==> src/rtl/nrb_pkg.sv <==
package nrb_pkg;
  localparam int NIB_W  = 4;
  localparam int BYTE_W = 2 * NIB_W;
  localparam int ADDR_W = 2 * BYTE_W;

  typedef enum logic [1:0] {
    PORT_NONE    = 2'd0,
    PORT_ADDR_LO = 2'd1,
    PORT_ADDR_HI = 2'd2,
    PORT_DATA    = 2'd3
  } port_e;

  function automatic port_e lane_port(input int lane);
    return (lane == 0) ? PORT_ADDR_LO : PORT_ADDR_HI;
  endfunction
endpackage

==> src/rtl/nrb_nibble_rx.sv <==
module nrb_nibble_rx
  import nrb_pkg::*;
#(
  parameter int          CMD_W     = 8,
  parameter logic [7:0]  CODE_LO   = 8'h3A,
  parameter logic [7:0]  CODE_HI   = 8'h3B,
  parameter logic [7:0]  CODE_DATA = 8'h3C
) (
  input  logic              clk,
  input  logic              rst,
  input  logic              cmd_wr,
  input  logic              cmd_is_addr,
  input  logic [CMD_W-1:0]  cmd_word,
  output logic              byte_vld,
  output port_e             byte_port,
  output logic [BYTE_W-1:0] byte_val
);
  port_e             sel_q;
  logic              lower_due_q;
  logic [NIB_W-1:0]  upper_q;
  logic              data_wr;
  port_e             sel_dec;

  assign data_wr = cmd_wr && !cmd_is_addr && (sel_q != PORT_NONE);

  always_comb begin
    sel_dec = PORT_NONE;
    if (cmd_word[7:0] == CODE_LO)        sel_dec = PORT_ADDR_LO;
    else if (cmd_word[7:0] == CODE_HI)   sel_dec = PORT_ADDR_HI;
    else if (cmd_word[7:0] == CODE_DATA) sel_dec = PORT_DATA;
  end

  always_ff @(posedge clk) begin
    if (rst) begin
      sel_q       <= PORT_NONE;
      lower_due_q <= 1'b0;
      upper_q     <= '0;
    end else if (cmd_wr && cmd_is_addr) begin
      sel_q       <= sel_dec;
      lower_due_q <= 1'b0;
    end else if (data_wr) begin
      lower_due_q <= !lower_due_q;
      if (!lower_due_q) upper_q <= cmd_word[NIB_W-1:0];
    end
  end

  assign byte_vld  = data_wr && lower_due_q;
  assign byte_port = sel_q;
  assign byte_val  = {upper_q, cmd_word[NIB_W-1:0]};
endmodule

==> src/rtl/nrb_core.sv <==
module nrb_core
  import nrb_pkg::*;
(
  input  logic              clk,
  input  logic              rst,
  input  logic              byte_vld,
  input  port_e             byte_port,
  input  logic [BYTE_W-1:0] byte_val,
  output logic [ADDR_W-1:0] addr,
  output logic              stb,
  output logic [BYTE_W-1:0] wdata
);
  localparam int LANES = ADDR_W / BYTE_W;

  for (genvar g = 0; g < LANES; g++) begin : g_lane
    always_ff @(posedge clk) begin
      if (rst)
        addr[g*BYTE_W +: BYTE_W] <= '0;
      else if (byte_vld && byte_port == lane_port(g))
        addr[g*BYTE_W +: BYTE_W] <= byte_val;
    end
  end

  always_ff @(posedge clk) begin
    if (rst) begin
      stb   <= 1'b0;
      wdata <= '0;
    end else begin
      stb <= byte_vld && (byte_port == PORT_DATA);
      if (byte_vld && byte_port == PORT_DATA) wdata <= byte_val;
    end
  end
endmodule

==> src/rtl/nrb_regfile.sv <==
module nrb_regfile #(
  parameter int DATA_W = 8,
  parameter int IDX_W  = 8
) (
  input  logic              clk,
  input  logic              rst,
  input  logic              we,
  input  logic [IDX_W-1:0]  waddr,
  input  logic [DATA_W-1:0] wdata,
  input  logic              re,
  input  logic [IDX_W-1:0]  raddr,
  output logic [DATA_W-1:0] rdata,
  output logic              rvalid
);
  localparam int DEPTH = 1 << IDX_W;

  logic [DATA_W-1:0] mem [DEPTH];

  always_ff @(posedge clk) begin
    if (we) mem[waddr] <= wdata;
  end

  always_ff @(posedge clk) begin
    if (rst) begin
      rdata  <= '0;
      rvalid <= 1'b0;
    end else begin
      rvalid <= re;
      if (re) rdata <= mem[raddr];
    end
  end
endmodule

==> src/rtl/nrb_bridge.sv <==
module nrb_bridge
  import nrb_pkg::*;
#(
  parameter int         CMD_W     = 8,
  parameter int         IDX_W     = 8,
  parameter logic [7:0] CODE_LO   = 8'h3A,
  parameter logic [7:0] CODE_HI   = 8'h3B,
  parameter logic [7:0] CODE_DATA = 8'h3C
) (
  input  logic              clk,
  input  logic              rst,
  input  logic              cmd_wr,
  input  logic              cmd_is_addr,
  input  logic [CMD_W-1:0]  cmd_word,
  input  logic              rd_req,
  output logic [BYTE_W-1:0] rd_data,
  output logic              rd_valid,
  output logic              wr_stb,
  output logic [ADDR_W-1:0] wr_addr,
  output logic [BYTE_W-1:0] wr_data
);
  logic              byte_vld;
  port_e             byte_port;
  logic [BYTE_W-1:0] byte_val;

  nrb_nibble_rx #(
    .CMD_W(CMD_W), .CODE_LO(CODE_LO), .CODE_HI(CODE_HI), .CODE_DATA(CODE_DATA)
  ) u_rx (
    .clk(clk), .rst(rst), .cmd_wr(cmd_wr), .cmd_is_addr(cmd_is_addr),
    .cmd_word(cmd_word), .byte_vld(byte_vld), .byte_port(byte_port),
    .byte_val(byte_val)
  );

  nrb_core u_core (
    .clk(clk), .rst(rst), .byte_vld(byte_vld), .byte_port(byte_port),
    .byte_val(byte_val), .addr(wr_addr), .stb(wr_stb), .wdata(wr_data)
  );

  nrb_regfile #(.DATA_W(BYTE_W), .IDX_W(IDX_W)) u_rf (
    .clk(clk), .rst(rst), .we(wr_stb), .waddr(wr_addr[IDX_W-1:0]),
    .wdata(wr_data), .re(rd_req), .raddr(wr_addr[IDX_W-1:0]),
    .rdata(rd_data), .rvalid(rd_valid)
  );
endmodule

==> config.mk <==
export PLATFORM = sky130hd
export DESIGN_NAME = nrb_bridge
export DESIGN_NICKNAME = d
export VERILOG_FILES = /design/src/rtl/nrb_pkg.sv /design/src/rtl/nrb_nibble_rx.sv /design/src/rtl/nrb_core.sv /design/src/rtl/nrb_regfile.sv /design/src/rtl/nrb_bridge.sv
export SDC_FILE = /design/constraint.sdc
export NUM_CORES = 2
export LEC_CHECK = 0
export BUFFER_PORTS_ARGS = -buffer_cell sky130_fd_sc_hd__buf_2
export CAP_MARGIN = 20
export CORE_UTILIZATION = 31
export CTS_BUF_LIST = sky130_fd_sc_hd__clkbuf_8
export CTS_CLUSTER_DIAMETER = 40
export DETAILED_ROUTE_END_ITERATION = 16
export PLACE_DENSITY_LB_ADDON = 0.08
export SLEW_MARGIN = 20
export SYNTH_ARGS = -nofsm -noshare
export SYNTH_HDL_FRONTEND = slang
export SYNTH_SLANG_ARGS = --single-unit
==> constraint.sdc <==
create_clock -name clk -period 6.8 [get_ports clk]
set_input_delay 0.34 -clock clk [delete_from_list [all_inputs] [get_ports clk]]
set_output_delay 0.34 -clock clk [all_outputs]
set_load 0.02 [all_outputs]
==> impl_summary.log <==
INFO  metric route.detailed.wl_per_inst = 31.4 µm
INFO  metric tightest_slew = 1.17 ns
INFO  metric layout.core_utilization = 0.362
INFO  metric die_w = 514 µm
INFO  metric slew_violations = 0
INFO  metric yosysWarningCount = 0
INFO  metric clk-insertion-delay-late = 1.09 ns
INFO  metric switchingPower = 5.58 mW
INFO  metric peakVddDrop = 0.234 mV
INFO  metric initial_cell_density_of_the_core = 0.313
INFO  metric drt_pre_antenna_iters = 5
INFO  metric grt_max_degree = 183
INFO  metric cts_htree_levels = 5
INFO  metric cellPowerDensity = 282 nW/µm²
INFO  metric clock_sink_count = 2089
INFO  metric status = complete, no violations
INFO  metric io_buffer_count = 46
INFO  metric netlist_instances = 3864
INFO  metric antenna_violating_nets_post_route = 0
INFO  metric layout.cells.most_common = edfxtp_1
INFO  metric timing.critical_path.to_type = register
INFO  metric top_flip_flop_cell_by_instance_count_after_synthesis = edfxtp_1
INFO  metric max_freq = 228 MHz
INFO  metric ioPinCount = 47
INFO  metric cts_setup_buffers = 0
INFO  metric nNetsFinal = 4250
INFO  metric yosysSeqAreaShare = 0.765
INFO  metric drv_cap = 0
INFO  metric cts_inserted_buffers = 419
INFO  metric whs = 0.187 ns
INFO  metric power_report.internal_total = 21.0 mW
INFO  metric report.final.hold_viol_count = 0
INFO  metric syn_area_per_cell = 21.1 µm²
INFO  metric core_region_area = 260000 µm²
INFO  metric routed_via_density = 5.03
INFO  metric dp.final_hpwl = 150 mm
INFO  metric switching_share = 0.210
INFO  metric min_period = 4.38 ns
INFO  metric worst_ep_arrival_time = 5.30 ns
INFO  metric gp_weighted_congestion = 0.752
INFO  metric netlist_area = 81400 µm²
INFO  metric setup_violations = 0
INFO  metric relSlewSlack = 0.215
INFO  metric most-common-layout-cells = edfxtp_1 (2048), mux4_2 (508), clkbuf_8 (436)
INFO  metric required = 7.72 ns
INFO  metric synth_cell_types = 60
INFO  metric setup_repair_after_global_routing_missed_its_margin = no
INFO  metric grt_first_pass_wirelength = 351 mm
INFO  metric fp.dieH = 514 µm
INFO  metric number_of_antenna_violations_at_the_first_check_in_global_routing = 16
INFO  metric crit_share_post_route = 0.644
INFO  metric seq_power_share = 0.523
INFO  metric die_area = 265000 µm²
INFO  metric finalWirelength = 253 mm
INFO  metric timing.setup.tns = 0 ns
INFO  metric synth_area_leaders = edfxtp_1 (76%), mux4_2 (14%), mux2i_1 (2.6%)
INFO  metric via_total_after_detailed_routing = 40.5k
INFO  metric comb_power_share = 0.002
INFO  metric placementRows = 187
INFO  metric area_share_of_the_leading_cell_type_in_the_synthesized_netlist = 0.755
INFO  metric synth_fp_nets = 3877
INFO  metric number_of_enable_type_register_cells_in_the_synthesized_netlist = 2048
INFO  metric max-clock-path-buffers = 4
INFO  metric clock_power_share = 0.475
INFO  metric hold_path.class = input port to register
INFO  metric tritoncts = done
INFO  metric cellLeakagePower = 28.5 nW
INFO  metric final_global_route_overflow_total = 0
INFO  metric drive_above_1_share = 0.284
INFO  metric timing.critical_path.fanout_max = 70
INFO  metric cts_root_buf = clkbuf_8
INFO  metric worst_setup_hold_path_clk_slew = 0.05 ns
INFO  metric grt_resource_usage_total = 0.191
INFO  metric ys_async_sr_fraction = 0
INFO  metric first_global_vias = 42.4k
INFO  metric syn2layout_area_growth = 15.8%
INFO  metric drc_errors = 0
INFO  metric crit_path_start_kind = register
INFO  metric timing.clock.skew = 0.0713 ns
INFO  metric initialDrtViolationCount = 3247
INFO  metric setup_crit_path_kind = register to register
INFO  metric synth_largest_area_cell = edfxtp_1
INFO  metric yosys_register_bits = 2089
==> kinds of logic after synthesis <==
logic type	Yosys count	share of synthesized area
flops	2089	0.765
xor+xnor	1	0.000108
compound gates	222	0.0195
buf+inv	247	0.0177
simple gates	579	0.0298
mux	726	0.167
==> registers in the layout, summed over array words and instances, names as in the netlist <==
| signal | count |
|---|---|
| u_rx.upper_q | 4 |
| u_core.addr | 16 |
| u_rx.byte_port | 2 |
| u_rf.rdata | 8 |
| u_rx.lower_due_q | 1 |
| u_core.wdata | 8 |
| u_rf.mem | 2048 |
| u_rf.rvalid | 1 |
| u_core.stb | 1 |
==> per-layer routing <==
| layer | wire length [µm] | vias up | track usage | share of wire |
|---|---|---|---|---|
| li1 | - | 16900 | - | - |
| met5 | 0 | - | 0 | 0 |
| met3 | 12500 | 316 | 0.0360 | 0.049 |
| met4 | 5170 | 0 | 0.0505 | 0.020 |
| met1 | 116000 | 22200 | 0.268 | 0.46 |
| met2 | 120000 | 1208 | 0.303 | 0.47 |
==> cell type report <==
type                    instances  area (µm²)
diodes                          6        15.0
clock buffers                 436        6000
clock inverters               298        2110
fillers                     24000      166000
inverters                       6        25.0
multi-input cells            1528       17800
flip-flops and latches       2089       62400
well taps                    3496        4370
repair buffers                193        1620
==> worst max-delay path, stage by stage (launching register included) <==
cell and delay, ns:
dfxtp_4 0.71, buf_12 0.52, mux4_2 0.62, mux4_2 0.47, nor2b_1 0.19, a31oi_1 0.64
nand4_1 0.52, a31oi_1 0.29, nor3_1 0.06
==> cell usage after synthesis, drive strengths merged, types with 3 or more instances <==
master / count
a22oi: 58
a32oi: 25
nor3: 50
o22ai: 10
mux2: 4
a21oi: 42
nor4: 3
or2: 8
nand4: 6
inv: 5
nor2b: 12
nor2: 312
a311oi: 3
o21bai: 3
a2111oi: 3
o221ai: 3
a221oi: 13
or3: 7
a31oi: 7
and2: 3
o211ai: 5
nand2b: 9
a41oi: 4
nand2: 132
mux2i: 214
clkbuf: 70
edfxtp: 2048
o2111ai: 6
a21boi: 3
o21ai: 20
mux4: 508
dfxtp: 41
buf: 171
nand3: 29
==> through the flow <==
step / cells / instance area [µm²] / power (mW) / setup WS [ns]
2_1_floorplan: 3864 / 81400 / 14.2 / 2.39
3_3_place_gp: 7293 / 85900 / 14.2 / 2.33
3_5_place_dp: 7293 / 86000 / 14.2 / 2.36
4_1_cts: 8043 / 94200 / 27.0 / 2.35
5_1_grt: 8051 / 94300 / 27.5 / 2.33
6_report: 8052 / 94300 / 26.6 / 2.42
==> power groups by stage <==
stage	Sequential [mW]	Clock (mW)	Combinational [mW]
floorplan	14.2	0	0.0148
global placement	14.2	0	0.0477
detailed placement	14.2	0	0.0479
CTS	13.9	13.0	0.0526
global route	13.9	13.5	0.0538
finish	13.9	12.6	0.0517
==> final timing paths <==
check             startpoint              end  slack (ns)  depth (start not counted)
max reg2reg   u_core.addr[0]    u_rf.rdata[7]        2.42                          8
max           u_core.addr[0]    u_rf.rdata[7]        2.42                          8
min              cmd_word[3]  u_core.wdata[3]        0.19                          4
min reg2reg  u_core.addr[12]  u_core.addr[12]        0.49                          2
==> timing repair <==
action / CTS / global route
hold endpoints to repair: 38 / 0
resized for setup: 0 / 0
hold buffers: 16 / 0
No activity file was read; power rests on OpenSTA's default activity.
